**src/rtl/wdog_pkg.sv**
```systemverilog
package wdog_pkg;

  typedef enum logic [1:0] {
    ST_OFF,
    ST_ARMED,
    ST_WARN,
    ST_BITE
  } wd_state_e;

  typedef struct packed {
    logic       en;
    logic       warn_en;
    logic       warn_kind;
    logic       bite_en;
    logic       flag_en;
    logic [2:0] sel;
  } wd_cfg_t;

  // Period multiplier: doubling for the first five steps, then x4 per step.
  function automatic int unsigned period_mult(input logic [2:0] sel);
    int s;
    s = int'(sel);
    if (s < 5) return 32'd1 << s;
    else       return 32'd1 << (2 * s - 4);
  endfunction

endpackage

```
**src/rtl/wdog_regs.sv**
```systemverilog
module wdog_regs
  import wdog_pkg::*;
(
  input  logic    clk,
  input  logic    rst,
  input  logic    we,
  input  wd_cfg_t wr_data,
  output wd_cfg_t cfg
);

  always_ff @(posedge clk) begin
    if (rst) begin
      cfg <= '0;
    end else if (we) begin
      cfg <= wr_data;
    end
  end

endmodule

```
**src/rtl/wdog_counter.sv**
```systemverilog
module wdog_counter #(
  parameter int CW = 13
) (
  input  logic          clk,
  input  logic          rst,
  input  logic          load,
  input  logic          run,
  input  logic          tick,
  input  logic [CW-1:0] term,
  output logic          expire
);

  logic [CW-1:0] cnt_q;

  always_ff @(posedge clk) begin
    if (rst) begin
      cnt_q <= '0;
    end else if (load) begin
      cnt_q <= term - 1'b1;
    end else if (run && tick && (cnt_q != '0)) begin
      cnt_q <= cnt_q - 1'b1;
    end
  end

  assign expire = run && tick && (cnt_q == '0);


  tick_gate_chk: assert property (@(posedge clk) disable iff (rst)
    (!tick && !load) |=> $stable(cnt_q));

endmodule

```
**src/rtl/wdog_fsm.sv**
```systemverilog
module wdog_fsm
  import wdog_pkg::*;
#(
  parameter int RST_CYC = 8
) (
  input  logic    clk,
  input  logic    rst,
  input  wd_cfg_t cfg,
  input  logic    kick,
  input  logic    expire,
  output logic    load,
  output logic    run,
  output logic    bite_go,
  output logic    nmi,
  output logic    init,
  output logic    rreq
);

  localparam int PW = $clog2(RST_CYC + 1);

  wd_state_e     state_q, state_d;
  logic [PW-1:0] pcnt_q;

  always_comb begin
    state_d = state_q;
    load    = 1'b0;
    bite_go = 1'b0;
    if (!cfg.en) begin
      state_d = ST_OFF;
    end else begin
      case (state_q)
        ST_OFF: begin
          state_d = ST_ARMED;
          load    = 1'b1;
        end
        ST_ARMED: begin
          if (kick) begin
            load = 1'b1;
          end else if (expire) begin
            if (cfg.warn_en) begin
              state_d = ST_WARN;
              load    = 1'b1;
            end else if (cfg.bite_en) begin
              state_d = ST_BITE;
              bite_go = 1'b1;
            end else begin
              load = 1'b1;
            end
          end
        end
        ST_WARN: begin
          if (kick) begin
            state_d = ST_ARMED;
            load    = 1'b1;
          end else if (expire) begin
            if (cfg.bite_en) begin
              state_d = ST_BITE;
              bite_go = 1'b1;
            end else begin
              load = 1'b1;
            end
          end
        end
        ST_BITE: ;
        default: state_d = ST_OFF;
      endcase
    end
  end

  assign run = (state_q == ST_ARMED) || (state_q == ST_WARN);

  always_ff @(posedge clk) begin
    if (rst) begin
      state_q <= ST_OFF;
      pcnt_q  <= '0;
      nmi     <= 1'b0;
      init    <= 1'b0;
      rreq    <= 1'b0;
    end else begin
      state_q <= state_d;
      nmi     <= (state_d == ST_WARN) && !cfg.warn_kind;
      init    <= (state_d == ST_WARN) && cfg.warn_kind;
      if (bite_go) begin
        pcnt_q <= PW'(RST_CYC - 1);
        rreq   <= 1'b1;
      end else if ((state_d == ST_BITE) && (pcnt_q != '0)) begin
        pcnt_q <= pcnt_q - 1'b1;
        rreq   <= 1'b1;
      end else begin
        pcnt_q <= '0;
        rreq   <= 1'b0;
      end
    end
  end


  off_when_disabled_chk: assert property (@(posedge clk) disable iff (rst)
    !cfg.en |=> (state_q == ST_OFF));


  bite_after_stage_chk: assert property (@(posedge clk) disable iff (rst)
    $rose(rreq) |-> ($past(state_q) == ST_WARN) ||
                    (($past(state_q) == ST_ARMED) && !$past(cfg.warn_en)));


  kick_rearms_chk: assert property (@(posedge clk) disable iff (rst)
    (cfg.en && kick && (state_q == ST_WARN)) |=> (state_q == ST_ARMED));

endmodule

```
**src/rtl/wdog_status.sv**
```systemverilog
module wdog_status (
  input  logic clk,
  input  logic por,
  input  logic set_req,
  input  logic set_en,
  output logic flag
);

  always_ff @(posedge clk) begin
    if (por) begin
      flag <= 1'b0;
    end else if (set_req && set_en) begin
      flag <= 1'b1;
    end
  end


  flag_sticky_chk: assert property (@(posedge clk) disable iff (por)
    !$fell(flag));

endmodule

```
**src/rtl/wdog_two_stage.sv**
```systemverilog
module wdog_two_stage
  import wdog_pkg::*;
#(
  parameter int BASE_TICKS = 4,
  parameter int RST_CYC    = 8
) (
  input  logic       clk,
  input  logic       por_i,
  input  logic       sys_rst_i,
  input  logic       tick_i,
  input  logic       cfg_we_i,
  input  logic       cfg_en_i,
  input  logic       cfg_warn_en_i,
  input  logic       cfg_warn_kind_i,
  input  logic       cfg_bite_en_i,
  input  logic       cfg_flag_en_i,
  input  logic [2:0] cfg_sel_i,
  input  logic       kick_i,
  output logic       nmi_o,
  output logic       init_o,
  output logic       rst_req_o,
  output logic       wd_flag_o
);

  localparam int MAX_TERM = BASE_TICKS * 1024;
  localparam int CW       = $clog2(MAX_TERM + 1);

  logic          rst;
  wd_cfg_t       wr_cfg, cfg;
  logic [CW-1:0] term;
  logic          load, run, expire, bite_go;

  assign rst = por_i | sys_rst_i;

  always_comb begin
    wr_cfg.en        = cfg_en_i;
    wr_cfg.warn_en   = cfg_warn_en_i;
    wr_cfg.warn_kind = cfg_warn_kind_i;
    wr_cfg.bite_en   = cfg_bite_en_i;
    wr_cfg.flag_en   = cfg_flag_en_i;
    wr_cfg.sel       = cfg_sel_i;
  end

  assign term = CW'(BASE_TICKS * period_mult(cfg.sel));

  wdog_regs u_regs (
    .clk     (clk),
    .rst     (rst),
    .we      (cfg_we_i),
    .wr_data (wr_cfg),
    .cfg     (cfg)
  );

  wdog_counter #(.CW(CW)) u_cnt (
    .clk    (clk),
    .rst    (rst),
    .load   (load),
    .run    (run),
    .tick   (tick_i),
    .term   (term),
    .expire (expire)
  );

  wdog_fsm #(.RST_CYC(RST_CYC)) u_fsm (
    .clk     (clk),
    .rst     (rst),
    .cfg     (cfg),
    .kick    (kick_i),
    .expire  (expire),
    .load    (load),
    .run     (run),
    .bite_go (bite_go),
    .nmi     (nmi_o),
    .init    (init_o),
    .rreq    (rst_req_o)
  );

  wdog_status u_stat (
    .clk     (clk),
    .por     (por_i),
    .set_req (bite_go),
    .set_en  (cfg.flag_en),
    .flag    (wd_flag_o)
  );

endmodule

```
**config.mk**
```make
export PLATFORM = sky130hd
export DESIGN_NAME = wdog_two_stage
export DESIGN_NICKNAME = d
export VERILOG_FILES = /design/src/rtl/wdog_pkg.sv /design/src/rtl/wdog_regs.sv /design/src/rtl/wdog_counter.sv /design/src/rtl/wdog_fsm.sv /design/src/rtl/wdog_status.sv /design/src/rtl/wdog_two_stage.sv
export SDC_FILE = /design/constraint.sdc
export NUM_CORES = 1
export LEC_CHECK = 0
export BUFFER_PORTS_ARGS = -buffer_cell sky130_fd_sc_hd__clkbuf_2
export CAP_MARGIN = 0
export CORE_MARGIN = 8
export CORE_UTILIZATION = 37
export CTS_CLUSTER_SIZE = 20
export DETAILED_ROUTE_END_ITERATION = 10
export GPL_TIMING_DRIVEN = 0
export HOLD_SLACK_MARGIN = 0.03
export SYNTH_ARGS = -nofsm -noshare
export SYNTH_HDL_FRONTEND = slang
export SYNTH_HIERARCHICAL = 1
export SYNTH_SLANG_ARGS = --single-unit
export TNS_END_PERCENT = 50
```
**constraint.sdc**
```tcl
create_clock -name clk -period 8.9 [get_ports clk]
set_clock_uncertainty 0.2 [all_clocks]
set_input_delay 1.335 -clock clk [delete_from_list [all_inputs] [get_ports clk]]
set_output_delay 1.335 -clock clk [all_outputs]
set_load 0.05 [all_outputs]
```
# Word level (Yosys, flattened, before mapping)
# Index checks and enable logic that the tools add are counted.
dict set report totals {
  word_cells 73
  input_bits 14
  ff_bits 31
}
dict set report op_classes {
  shifts 2
  n_eq_ne 4
  n_bitwise 2
  magnitude_cmp 1
  n_addsub 4
  reduce_logical 15
  n_mux 31
}
# cell count
set ops {}
lappend ops {{<< shifter 1 x 32 -> 11 bit, first input constant} 1}
lappend ops {{2-to-1 mux 13 bit} 2}
lappend ops {{subtractor 13 x 1 -> 13 bit, second input constant} 2}
lappend ops {{2-to-1 mux 1 bit} 16}
lappend ops {{2-to-1 mux 2 bit} 7}
lappend ops {{zero test 13 bit} 1}
lappend ops {{nonzero test 13 bit} 1}
lappend ops {{2-to-1 mux 11 bit} 1}
lappend ops {{<< shifter 1 x 3 -> 11 bit, first input constant} 1}
lappend ops {{logical AND 1 bit} 7}
lappend ops {{equality test 2 bit, second input constant} 3}
lappend ops {{2-to-1 mux 3 bit} 2}
lappend ops {{case mux 2 bit (3 select lines)} 1}
lappend ops {{subtractor 4 x 3 -> 5 bit, second input constant} 1}
lappend ops {{nonzero test 4 bit} 1}
lappend ops {{subtractor 4 x 1 -> 4 bit, second input constant} 1}
lappend ops {{< comparator 3 bit, second input constant} 1}
lappend ops {{case mux 1 bit (3 select lines)} 1}
lappend ops {{OR reduction 3 bit} 1}
lappend ops {{equality test 2 x 1 -> 1 bit, second input constant} 1}
lappend ops {{zero test 2 bit} 1}
lappend ops {{case mux 1 bit (2 select lines)} 1}
lappend ops {{nonzero test 2 bit} 1}
lappend ops {{zero test 1 bit} 1}
lappend ops {{3 further kinds} 3}

# Longest topological paths before layout
# Gate-level depths: netlist (run 1).
dict set report logic_depth {
  word_depth 12
  ltp_mapped 17
  mapped_depth_nobuf 14
}

# Cells and area by module
# The synthesis (run 1) kept the hierarchy.
# mod area_each_um2 seq_area_each_um2 instances cells_per_inst
set by_module_without_submodules {}
lappend by_module_without_submodules {wdog_counter 1064.8 260.2 1 132}
lappend by_module_without_submodules {wdog_fsm 518.0 180.2 1 61}
lappend by_module_without_submodules {wdog_regs 285.3 160.2 1 26}
lappend by_module_without_submodules {wdog_two_stage 75.1 0.0 1 10}
lappend by_module_without_submodules {wdog_status 28.8 20.0 1 3}

# Least setup slack after synthesis (run 1)
# OpenSTA, ideal clock, no wires.
dict set report synth_path {
  path_type {input to register}
  startpoint {input tick_i}
  endpoint {register u_cnt.cnt_q[12]}
  path_stages 15
  arrival_ps 4485
  setup_slack_ps 4095
  path_buffers 3
  setup_ps 120
  cell_sequence {nand2_1 > nor2b_1 > a21o_2 > a21oi_1 > nor3b_1 > buf_6 > clkbuf_1 > inv_1 > clkbuf_1 > a21boi_0 > ha_1 > o21ai_0 > nor4_2 > a2111oi_1 > a211o_1}
}
dict set report synth_via {
  elab_chain_cells 7
  elab_cells_between_ends 11
  cone_classes {mux: 7; reduce/logical: 4}
}
# item line
set synth_lines {}
lappend synth_lines {{from (decl)} wdog_two_stage.sv:10} ;# input logic tick_i,
lappend synth_lines {{logical AND 1 bit (*) (2 in a row)} wdog_counter.sv:25} ;# assign expire = run && tick && (cnt_q == '0);
lappend synth_lines {{via expire} wdog_two_stage.sv:31} ;# logic load, run, expire, bite_go;
lappend synth_lines {{2-to-1 mux 1 bit (on tied branches)} {wdog_fsm.sv:55, wdog_fsm.sv:39}}
lappend synth_lines {{2-to-1 mux 1 bit (on tied branches)} {wdog_fsm.sv:52, wdog_fsm.sv:37}}
lappend synth_lines {{case mux 1 bit (3 select lines) (*)} wdog_fsm.sv:31} ;# case (state_q)
lappend synth_lines {{2-to-1 mux 1 bit (*)} wdog_fsm.sv:28} ;# if (!cfg.en) begin
lappend synth_lines {{via load} wdog_two_stage.sv:31}
lappend synth_lines {{2-to-1 mux 13 bit or nonzero test 2 bit (tied branches)} -}
lappend synth_lines {{to (signal assigned)} wdog_counter.sv:19} ;# cnt_q <= term - 1'b1;
lappend synth_lines {{to (signal assigned)} wdog_counter.sv:21} ;# cnt_q <= cnt_q - 1'b1;
lappend synth_lines {{to (decl)} wdog_counter.sv:13} ;# logic [CW-1:0] cnt_q;
# Mark *: on every way through the listed nets, which the timed path passes. The rest lies on a longest branch.
# A chain may end at the register's enable or synchronous reset.

# Worst setup path in the final report (run 1)
# Ends and elaborated chain as after synthesis.

==> results of run 1 <==
## metrics by stage
stage / setup WS (ns) / cell area [um^2]
global route: 2.84 / 2300
floorplan: 4.10 / 2020
finish: 3.32 / 2300
CTS: 3.37 / 2300
global placement: 3.14 / 2180
detailed placement: 3.09 / 2180
## worst paths after layout
kind	start	end	cells past startpoint	slack (ns)
max reg2reg	u_cnt/cnt_q[10]$_SDFFE_PP0P_	u_cnt/cnt_q[12]$_SDFFE_PP0P_	17	3.51
max	tick_i	u_cnt/cnt_q[12]$_SDFFE_PP0P_	16	3.32
min	u_regs/cfg[5]$_SDFFE_PP0P_	u_fsm/nmi$_SDFF_PP0_	1	0.25
min reg2reg	u_regs/cfg[5]$_SDFFE_PP0P_	u_fsm/nmi$_SDFF_PP0_	1	0.25
## cell usage after synthesis, types with 3 or more instances
master and count:
dfxtp_1 31, o21ai_0 11, nor2_1 21, nor3b_1 11
and3_1 4, clkbuf_1 3, a211o_1 3, xnor2_1 13
a211oi_1 3, nand3_1 3, a21oi_1 14, nor4_1 8
inv_1 11, ha_1 7, nand2b_1 3, nor3_1 18
nand2_1 9, xor2_1 5, mux2i_1 11, and3b_2 4
## area by class of cell
class,instances,area share
clock inverter,2,0.0152
timing repair buffer,16,0.0348
clock buffer,6,0.0359
tap,70,0.0380
sequential,31,0.270
multi-input combinational,194,0.568
buffer,8,0.0201
inverter,11,0.0179
## placed cells by master (no fill, tap or decap), types with 4 or more instances in the layout
| cell type | synthesis | layout |
|---|---|---|
| inv_1 | 11 | 11 |
| conb_1 | 1 | 13 |
| nor3_1 | 18 | 18 |
| mux2i_1 | 11 | 11 |
| nand2_1 | 9 | 9 |
| dfxtp_1 | 31 | 31 |
| clkbuf_2 | 0 | 16 |
| nor4_1 | 8 | 8 |
| xor2_1 | 5 | 5 |
| and3b_2 | 4 | 4 |
| o21ai_0 | 11 | 11 |
| nor3b_1 | 11 | 11 |
| xnor2_1 | 13 | 13 |
| clkbuf_8 | 0 | 6 |
| and3_1 | 4 | 4 |
| a21oi_1 | 14 | 14 |
| nor2_1 | 21 | 21 |
| ha_1 | 7 | 7 |
## per-layer routing
metal  wire length, um  part of all wire  GRT usage
met1              2330              0.51      0.167
met5                 0                 0          0
met2              1930              0.42      0.189
met3               251             0.055     0.0349
met4                37            0.0081     0.0363
## where the power goes
part           switching, mW  internal, mW
combinational         0.0266        0.0193
sequential           0.00296         0.141
clock                 0.0543        0.0906
total                 0.0839         0.251
## registers in the layout (all words and copies together), names as in the netlist
register and count:
u_cnt/cnt_q 13, u_fsm/init 1, u_fsm/nmi 1, u_fsm/pcnt_q 4, u_fsm/rreq 1, u_fsm/state_q 2
u_regs/cfg 8, u_stat/flag 1
## cells by family (layout without fill, tap and decap cells)
logic type	after synthesis	count (layout)	share of synthesized area
other	1	13	0.00190
AOI/OAI and AO/OA	50	50	0.170
and+or+nand+nor	95	95	0.289
muxes	11	11	0.0558
buffers and inverters	19	43	0.0444
DFF	31	31	0.315
adders and majority gates	7	7	0.0444
xor gates and xnor gates	18	18	0.0799
==> flow_summary.yaml, run 1 <==
floorplanning:
  row_count: 26
  die_height_um: 89
  initial_core_util: 0.384
  core_area_mm2: 0.00514
  boundaryPins: 18
  die-area_mm2: 0.00792
  die_x_um: 89
sta:
  finalCriticalPeriod_ns: 5.58
  period_share: 0.627
  slew_headroom: 0.450
  hold_viol_final: 0
  worstMarginPinSlew_ns: 0.819
  setup_viol: 0
  max_freq_ghz: 0.179
  finalMaxSlewViolations: 0
  whs_ns: 0.254
  rsz0062_at_grt: "no"
  setup_tns_ns: 0
synthesis:
  synth_edf_count: 0
  ys_ff_latch: 31
  synth_top_cell_area_share: 0.315
  synth_ff_type: "dfxtp_1"
  avgSynthCellArea_um2: 8.50
  yosysWarnings: 6
  postSynthCellCount: 232
  synth_seq_area_share: 0.315
  synth_cell_type_count: 51
  synth_top_area_cell: "dfxtp_1"
  async_flop_share: 0
  synth_area_mm2: 0.00197
  synth_top_cells_by_area: "dfxtp_1, xnor2_1, mux2i_1"
routing:
  via_per_inst: 5.26
  antenna_left: 0
  wl_per_cell_um: 13.4
  wirelength_mm: 4.54
  route.detailed.drc: 0
  vias: 1779
  dr.pass1.iters: 4
  drt_iter0_drc: 98
critical_path:
  endpoint_kind: "flip-flop"
  crit_family: "simple AND/OR/NAND/NOR gates"
  path_max_fanout: 10
  crit_type: "in2reg"
  cp-start-kind: "input pin"
  cpPeakStageDelay_ns: 0.47
  cp.arrival_ns: 5.55
  required_ns: 8.87
  critPathBufInv: 5
  cp_cell_sequence: "clkbuf_2, nand2_1, nor2b_1, a21o_2, a21oi_1, nor3b_1, buf_6, clkbuf_1, inv_1, clkbuf_1, a21boi_0, ha_1, o21ai_0, nor4_2, a2111oi_1, a211o_1"
  path_common_cell: "clkbuf_1"
  critPathSlowestCell: "nor4_2"
global_route:
  grt_pass1_vias: 1658
  antenna_found_initial: 0
  grt_max_degree: 11
  grt_overflow_total: 0
  grt_pass1_wl_mm: 7.86
  grtUsageTotal: 0.125
place:
  io_buffers: 16
  gp_routability_congestion: 0.875
  post-dp-hpwl_mm: 3.35
  place_inst: 330
clock_tree:
  numClockSinks: 31
  clock-root-buffer: "clkbuf_8"
  clk_transition_reported_paths_ns: 0.07
  cts_resized: 0
  post-cts-setup-buffers: 0
  hold_buffers: 0
  clockBufferDepth: 2
  h-tree-depth: 2
  tritoncts: "yes"
  clock_latency_ns: 0.28
  cts_inserted_buffers: 5
pwr:
  total_power_mw: 0.335
  ir_drop_uv: 98.6
  powerDensity_mw_per_mm2: 145
  total_leakage_power_nw: 0.944
final_layout:
  fin_nets: 288
  drive_above_1_share: 0.164
  antenna_cells: 0
  multi_input_area_mm2: 0.00131
  seq_area_um2: 621
  post-route-util: 0.448
  fill_cells: 538
  layoutNonFillerInstCount: 338
  syn_to_final_growth_pct: 16.8
job:
  cap_violations: 0
outcome:
  outcome: "finished clean"
hold_path:
  hold_class: "reg2reg"
Power figures use the tool's default switching activity.
==> run 2, diff against run 1 <==
==> constraint.sdc (replaced) <==
create_clock -name clk -period 5.7 [get_ports clk]
set_clock_uncertainty 0.2 [all_clocks]
set_input_delay 0.855 -clock clk [delete_from_list [all_inputs] [get_ports clk]]
set_output_delay 0.855 -clock clk [all_outputs]
set_load 0.05 [all_outputs]
==> run 2 against run 1 <==
  * Count of clock-buffer cells in the layout is the same
  * Critical path depth is 1 higher
  * Highest routed layer unchanged
  * Global-route usage unchanged
==> flow_summary.yaml, run 2 (synthesis gave the netlist of run 1 again) <==
clock_tree:
  hold_buffers: 0
  tritoncts: "yes"
  clk_transition_reported_paths_ns: 0.07
  clock-root-buffer: "clkbuf_8"
  numClockSinks: 31
  post-cts-setup-buffers: 0
  clock_latency_ns: 0.28
  h-tree-depth: 2
  cts_inserted_buffers: 5
  clockBufferDepth: 2
  cts_resized: 0
critical_path:
  required_ns: 5.67
  cp.arrival_ns: 5.07
  crit_type: "reg2reg"
  cpPeakStageDelay_ns: 0.46
  cp-start-kind: "flip-flop"
  path_max_fanout: 10
  critPathSlowestCell: "nor4_2"
  cp_cell_sequence: "nor4_1, and4_1, buf_2, nor2b_2, a21o_2, a21oi_1, nor3b_2, buf_6, clkbuf_1, inv_1, clkbuf_1, a21boi_0, ha_1, o21ai_0, nor4_2, a2111oi_1, a211o_1"
  path_common_cell: "clkbuf_1"
  endpoint_kind: "flip-flop"
final_layout:
  drive_above_1_share: 0.172
  largest_reg_flops: 13
  fin_nets: 288
  antenna_cells: 0
  post-route-util: 0.449
  reg_top3: "u_cnt/cnt_q x13, u_regs/cfg x8, u_fsm/pcnt_q x4"
  fill_cells: 536
  final_common_cell: "dfxtp_1"
  multi_input_area_mm2: 0.00132
  layout_common_cells: "dfxtp_1, nor2_1, nor3_1"
  syn_to_final_growth_pct: 17.1
  top_register: "u_cnt/cnt_q"
  seq_area_um2: 621
routing:
  route.detailed.drc: 0
  via_per_inst: 5.27
  vias: 1781
  antenna_left: 0
  drt_iter0_drc: 95
  wirelength_mm: 4.55
  dr.pass1.iters: 4
  wl_per_cell_um: 13.5
sta:
  rsz0062_at_grt: "no"
  setup_tns_ns: 0
  finalMaxSlewViolations: 0
  worstMarginPinSlew_ns: 0.805
  slew_headroom: 0.459
  layout_setup_ws_ns: 0.598
  period_share: 0.895
  hold_viol_final: 0
  max_freq_ghz: 0.196
  finalCriticalPeriod_ns: 5.10
  setup_viol: 0
floorplanning:
  die-area_mm2: 0.00792
  boundaryPins: 18
  row_count: 26
  die_x_um: 89
  core_area_mm2: 0.00514
  die_height_um: 89
  initial_core_util: 0.384
outcome:
  outcome: "finished clean"
place:
  gp_routability_congestion: 0.875
  io_buffers: 16
  post-dp-hpwl_mm: 3.35
  place_ws_ns: 0.372
pwr:
  total_leakage_power_nw: 0.950
  powerDensity_mw_per_mm2: 226
  ir_drop_uv: 154
global_route:
  use_met2: 0.189
  grtUsageTotal: 0.125
  grt_pass1_wl_mm: 7.86
  grt_pass1_vias: 1658
  grt_overflow_total: 0
  grt_max_degree: 11
  grt_use_met1: 0.167
  grt.busiest_layer: "met2"
  antenna_found_initial: 0
  use_met3: 0.0349
hold_path:
  hold_class: "reg2reg"
job:
  cap_violations: 0
run 2: through the flow:
| step | power (mW) | cells | instance area, um^2 | hold WS, ns |
|---|---|---|---|---|
| 2_1_floorplan | 0.283 | 244 | 2020 | 0.203 |
| 3_3_place_gp | 0.299 | 330 | 2180 | 0.246 |
| 3_5_place_dp | 0.300 | 330 | 2180 | 0.252 |
| 4_1_cts | 0.527 | 338 | 2300 | 0.266 |
| 5_1_grt | 0.547 | 338 | 2310 | 0.311 |
| 6_report | 0.523 | 338 | 2310 | 0.255 |
run 2: metal layers:
layer,vias up,part of all wire
li1,903,-
met4,0,0.0081
met3,5,0.053
met5,-,0
met1,830,0.51
met2,43,0.43
run 2: power breakdown:
group          internal [mW]  switching [mW]
Combinational         0.0303          0.0416
Clock                  0.141          0.0845
Sequential             0.220         0.00464
run 2: path summary, 6_finish.rpt:
path | slack [ns] | startpoint | end | depth (start not counted)
setup / recovery | 0.60 | u_cnt/cnt_q[10]$_SDFFE_PP0P_ | u_cnt/cnt_q[12]$_SDFFE_PP0P_ | 17
hold / removal | 0.25 | u_regs/cfg[5]$_SDFFE_PP0P_ | u_fsm/nmi$_SDFF_PP0_ | 1
setup reg to reg | 0.60 | u_cnt/cnt_q[10]$_SDFFE_PP0P_ | u_cnt/cnt_q[12]$_SDFFE_PP0P_ | 17
hold reg to reg | 0.25 | u_regs/cfg[5]$_SDFFE_PP0P_ | u_fsm/nmi$_SDFF_PP0_ | 1
run 2: layout make-up:
cell class / instances / share of cell area
clock inverter: 2 / 0.0152
buffer: 8 / 0.0200
tap: 70 / 0.0379
multi-input combinational: 194 / 0.570
inverter: 11 / 0.0179
clock buffer: 6 / 0.0358
sequential: 31 / 0.269
timing repair buffer: 16 / 0.0347
run 2: worst max-delay path, delay by kind of cell (launching register included):
kind                       cells  cell delay (ns)
and+or+nand+nor                5             1.67
buffers and inverters          5             1.25
AOI/OAI and AO/OA              6             1.20
DFF                            1             0.34
adders and majority gates      1             0.32
==> run 3, diff against run 2 <==
--- a/config.mk
+++ b/config.mk
@@ -13,6 +13,8 @@
 export DETAILED_ROUTE_END_ITERATION = 10
 export GPL_TIMING_DRIVEN = 0
 export HOLD_SLACK_MARGIN = 0.03
+export RECOVER_POWER = 100
+export SLEW_MARGIN = 20
 export SYNTH_ARGS = -nofsm -noshare
 export SYNTH_HDL_FRONTEND = slang
 export SYNTH_HIERARCHICAL = 1
==> run 3 against run 2 <==
  * Maximum frequency decreased by 0.14%
  * Largest cell class unchanged
  * Utilization decreased by 0.54 points
  * Count of clock-buffer cells in the layout unchanged
  * Clock power about the same
  * Non-clock buffer count unchanged
  * Wire length increased by 1.2%
  * Register-to-register slack about the same
  * Total power decreased by 0.26%
  * Sequential share of layout area increased by 0.32 points
  * First-iteration DRC count increased by 3.2%
  * Highest routed layer unchanged
==> flow_summary.yaml, run 3 (synthesis gave the netlist of run 1 again) <==
routing:
  antenna_left: 0
  wl_per_cell_um: 13.6
  dr.pass1.iters: 4
  vias: 1785
  route.detailed.drc: 0
  wirelength_mm: 4.60
  via_per_inst: 5.28
  drt_iter0_drc: 98
clock_tree:
  h-tree-depth: 2
  clock-root-buffer: "clkbuf_8"
  cts_inserted_buffers: 5
  clock_latency_ns: 0.28
  post-cts-setup-buffers: 0
  tritoncts: "yes"
  numClockSinks: 31
  hold_buffers: 0
  clockBufferDepth: 2
  clk_transition_reported_paths_ns: 0.07
final_layout:
  largest_reg_flops: 13
  drive_above_1_share: 0.146
  seq_area_um2: 621
  multi_input_area_mm2: 0.00129
  final_common_cell: "dfxtp_1"
  top_register: "u_cnt/cnt_q"
  layout_common_cells: "dfxtp_1, nor2_1, nor3_1"
  antenna_cells: 0
  reg_top3: "u_cnt/cnt_q x13, u_regs/cfg x8, u_fsm/pcnt_q x4"
  syn_to_final_growth_pct: 15.7
  fill_cells: 539
  layoutNonFillerInstCount: 338
  fin_nets: 288
floorplanning:
  boundaryPins: 18
  die-area_mm2: 0.00792
  die_height_um: 89
  initial_core_util: 0.384
  core_area_mm2: 0.00514
  row_count: 26
  die_x_um: 89
sta:
  hold_viol_final: 0
  slew_headroom: 0.503
  worstMarginPinSlew_ns: 0.736
  finalCriticalPeriod_ns: 5.11
  setup_viol: 0
  setup_tns_ns: 0
  max_freq_ghz: 0.196
  period_share: 0.896
  finalMaxSlewViolations: 0
  rsz0062_at_grt: "no"
critical_path:
  path_max_fanout: 10
  endpoint_kind: "flip-flop"
  r2r_cells: 17
  cp_cell_sequence: "nor4_1, and4_1, buf_2, nor2b_2, a21o_2, a21oi_1, nor3b_2, buf_6, clkbuf_1, inv_1, clkbuf_1, a21boi_0, ha_1, o21ai_0, nor4_2, a2111oi_0, a211o_1"
  required_ns: 5.67
  path_common_cell: "clkbuf_1"
  crit_type: "reg2reg"
  cp-start-kind: "flip-flop"
  critPathSlowestCell: "nor4_2"
  cp.arrival_ns: 5.08
  cpPeakStageDelay_ns: 0.45
place:
  post-dp-hpwl_mm: 3.35
  gp_routability_congestion: 0.875
  place_inst: 330
  io_buffers: 16
job:
  cap_violations: 0
global_route:
  antenna_found_initial: 0
  grt_overflow_total: 0
  grtUsageTotal: 0.125
  grt_pass1_vias: 1658
  grt_pass1_wl_mm: 7.86
  grt_max_degree: 11
pwr:
  powerDensity_mw_per_mm2: 228
  ir_drop_uv: 153
  total_leakage_power_nw: 0.930
  total_power_mw: 0.521
hold_path:
  hold_class: "reg2reg"
  min_path_cells: 1
outcome:
  outcome: "finished clean"
==> run 3: worst paths after layout <==
| check | slack (ns) | to | from |
|---|---|---|---|
| setup reg to reg | 0.59 | u_cnt/cnt_q[12]$_SDFFE_PP0P_ | u_cnt/cnt_q[11]$_SDFFE_PP0P_ |
| setup / recovery | 0.59 | u_cnt/cnt_q[12]$_SDFFE_PP0P_ | u_cnt/cnt_q[11]$_SDFFE_PP0P_ |
| hold / removal | 0.25 | u_fsm/nmi$_SDFF_PP0_ | u_regs/cfg[5]$_SDFFE_PP0P_ |
| hold reg to reg | 0.25 | u_fsm/nmi$_SDFF_PP0_ | u_regs/cfg[5]$_SDFFE_PP0P_ |
==> run 3: metal layers <==
metal / routed length (um) / vias up / part of all wire / global-route usage
li1: - / 905 / - / -
met1: 2390 / 833 / 0.52 / 0.167
met2: 1920 / 42 / 0.42 / 0.189
met3: 250 / 5 / 0.054 / 0.0349
met4: 37 / 0 / 0.0080 / 0.0363
met5: 0 / - / 0 / 0
==> run 3: critical path, delay by kind of cell (launching register included) <==
kind | cells | cell delay [ns]
AOI/OAI and AO/OA | 6 | 1.23
adders and majority gates | 1 | 0.32
buffers and inverters | 5 | 1.25
DFF | 1 | 0.35
and+or+nand+nor | 5 | 1.66
==> run 3: final cells by class <==
type,count,area share
Clock inverter,2,0.0154
Inverter,11,0.0181
Tap cell,70,0.0384
Timing Repair Buffer,16,0.0329
Clock buffer,6,0.0362
Sequential cell,31,0.272
Buffer,8,0.0203
Multi-Input combinational cell,194,0.567
==> run 3: power by group <==
part           internal (mW)  switching [mW]
registers              0.220         0.00466
logic                 0.0295          0.0406
clock network          0.141          0.0850
==> run 3: stage by stage <==
stage                     hold slack (ns)  setup slack (ns)   util  instance area, um^2
after floorplan                     0.203              1.38      -                 2020
after global placement              0.246             0.420  0.425                 2180
after detailed placement            0.252             0.372  0.425                 2180
after CTS                           0.266             0.347  0.448                 2300
after global routing                0.311            0.0849  0.444                 2280
final                               0.254             0.590  0.444                 2280
==> run 3: timing repair <==
item / in CTS / in global routing
setup endpoints to repair: 0 / 3
resized for setup: 0 / 2
hold endpoints to repair: 0 / 0
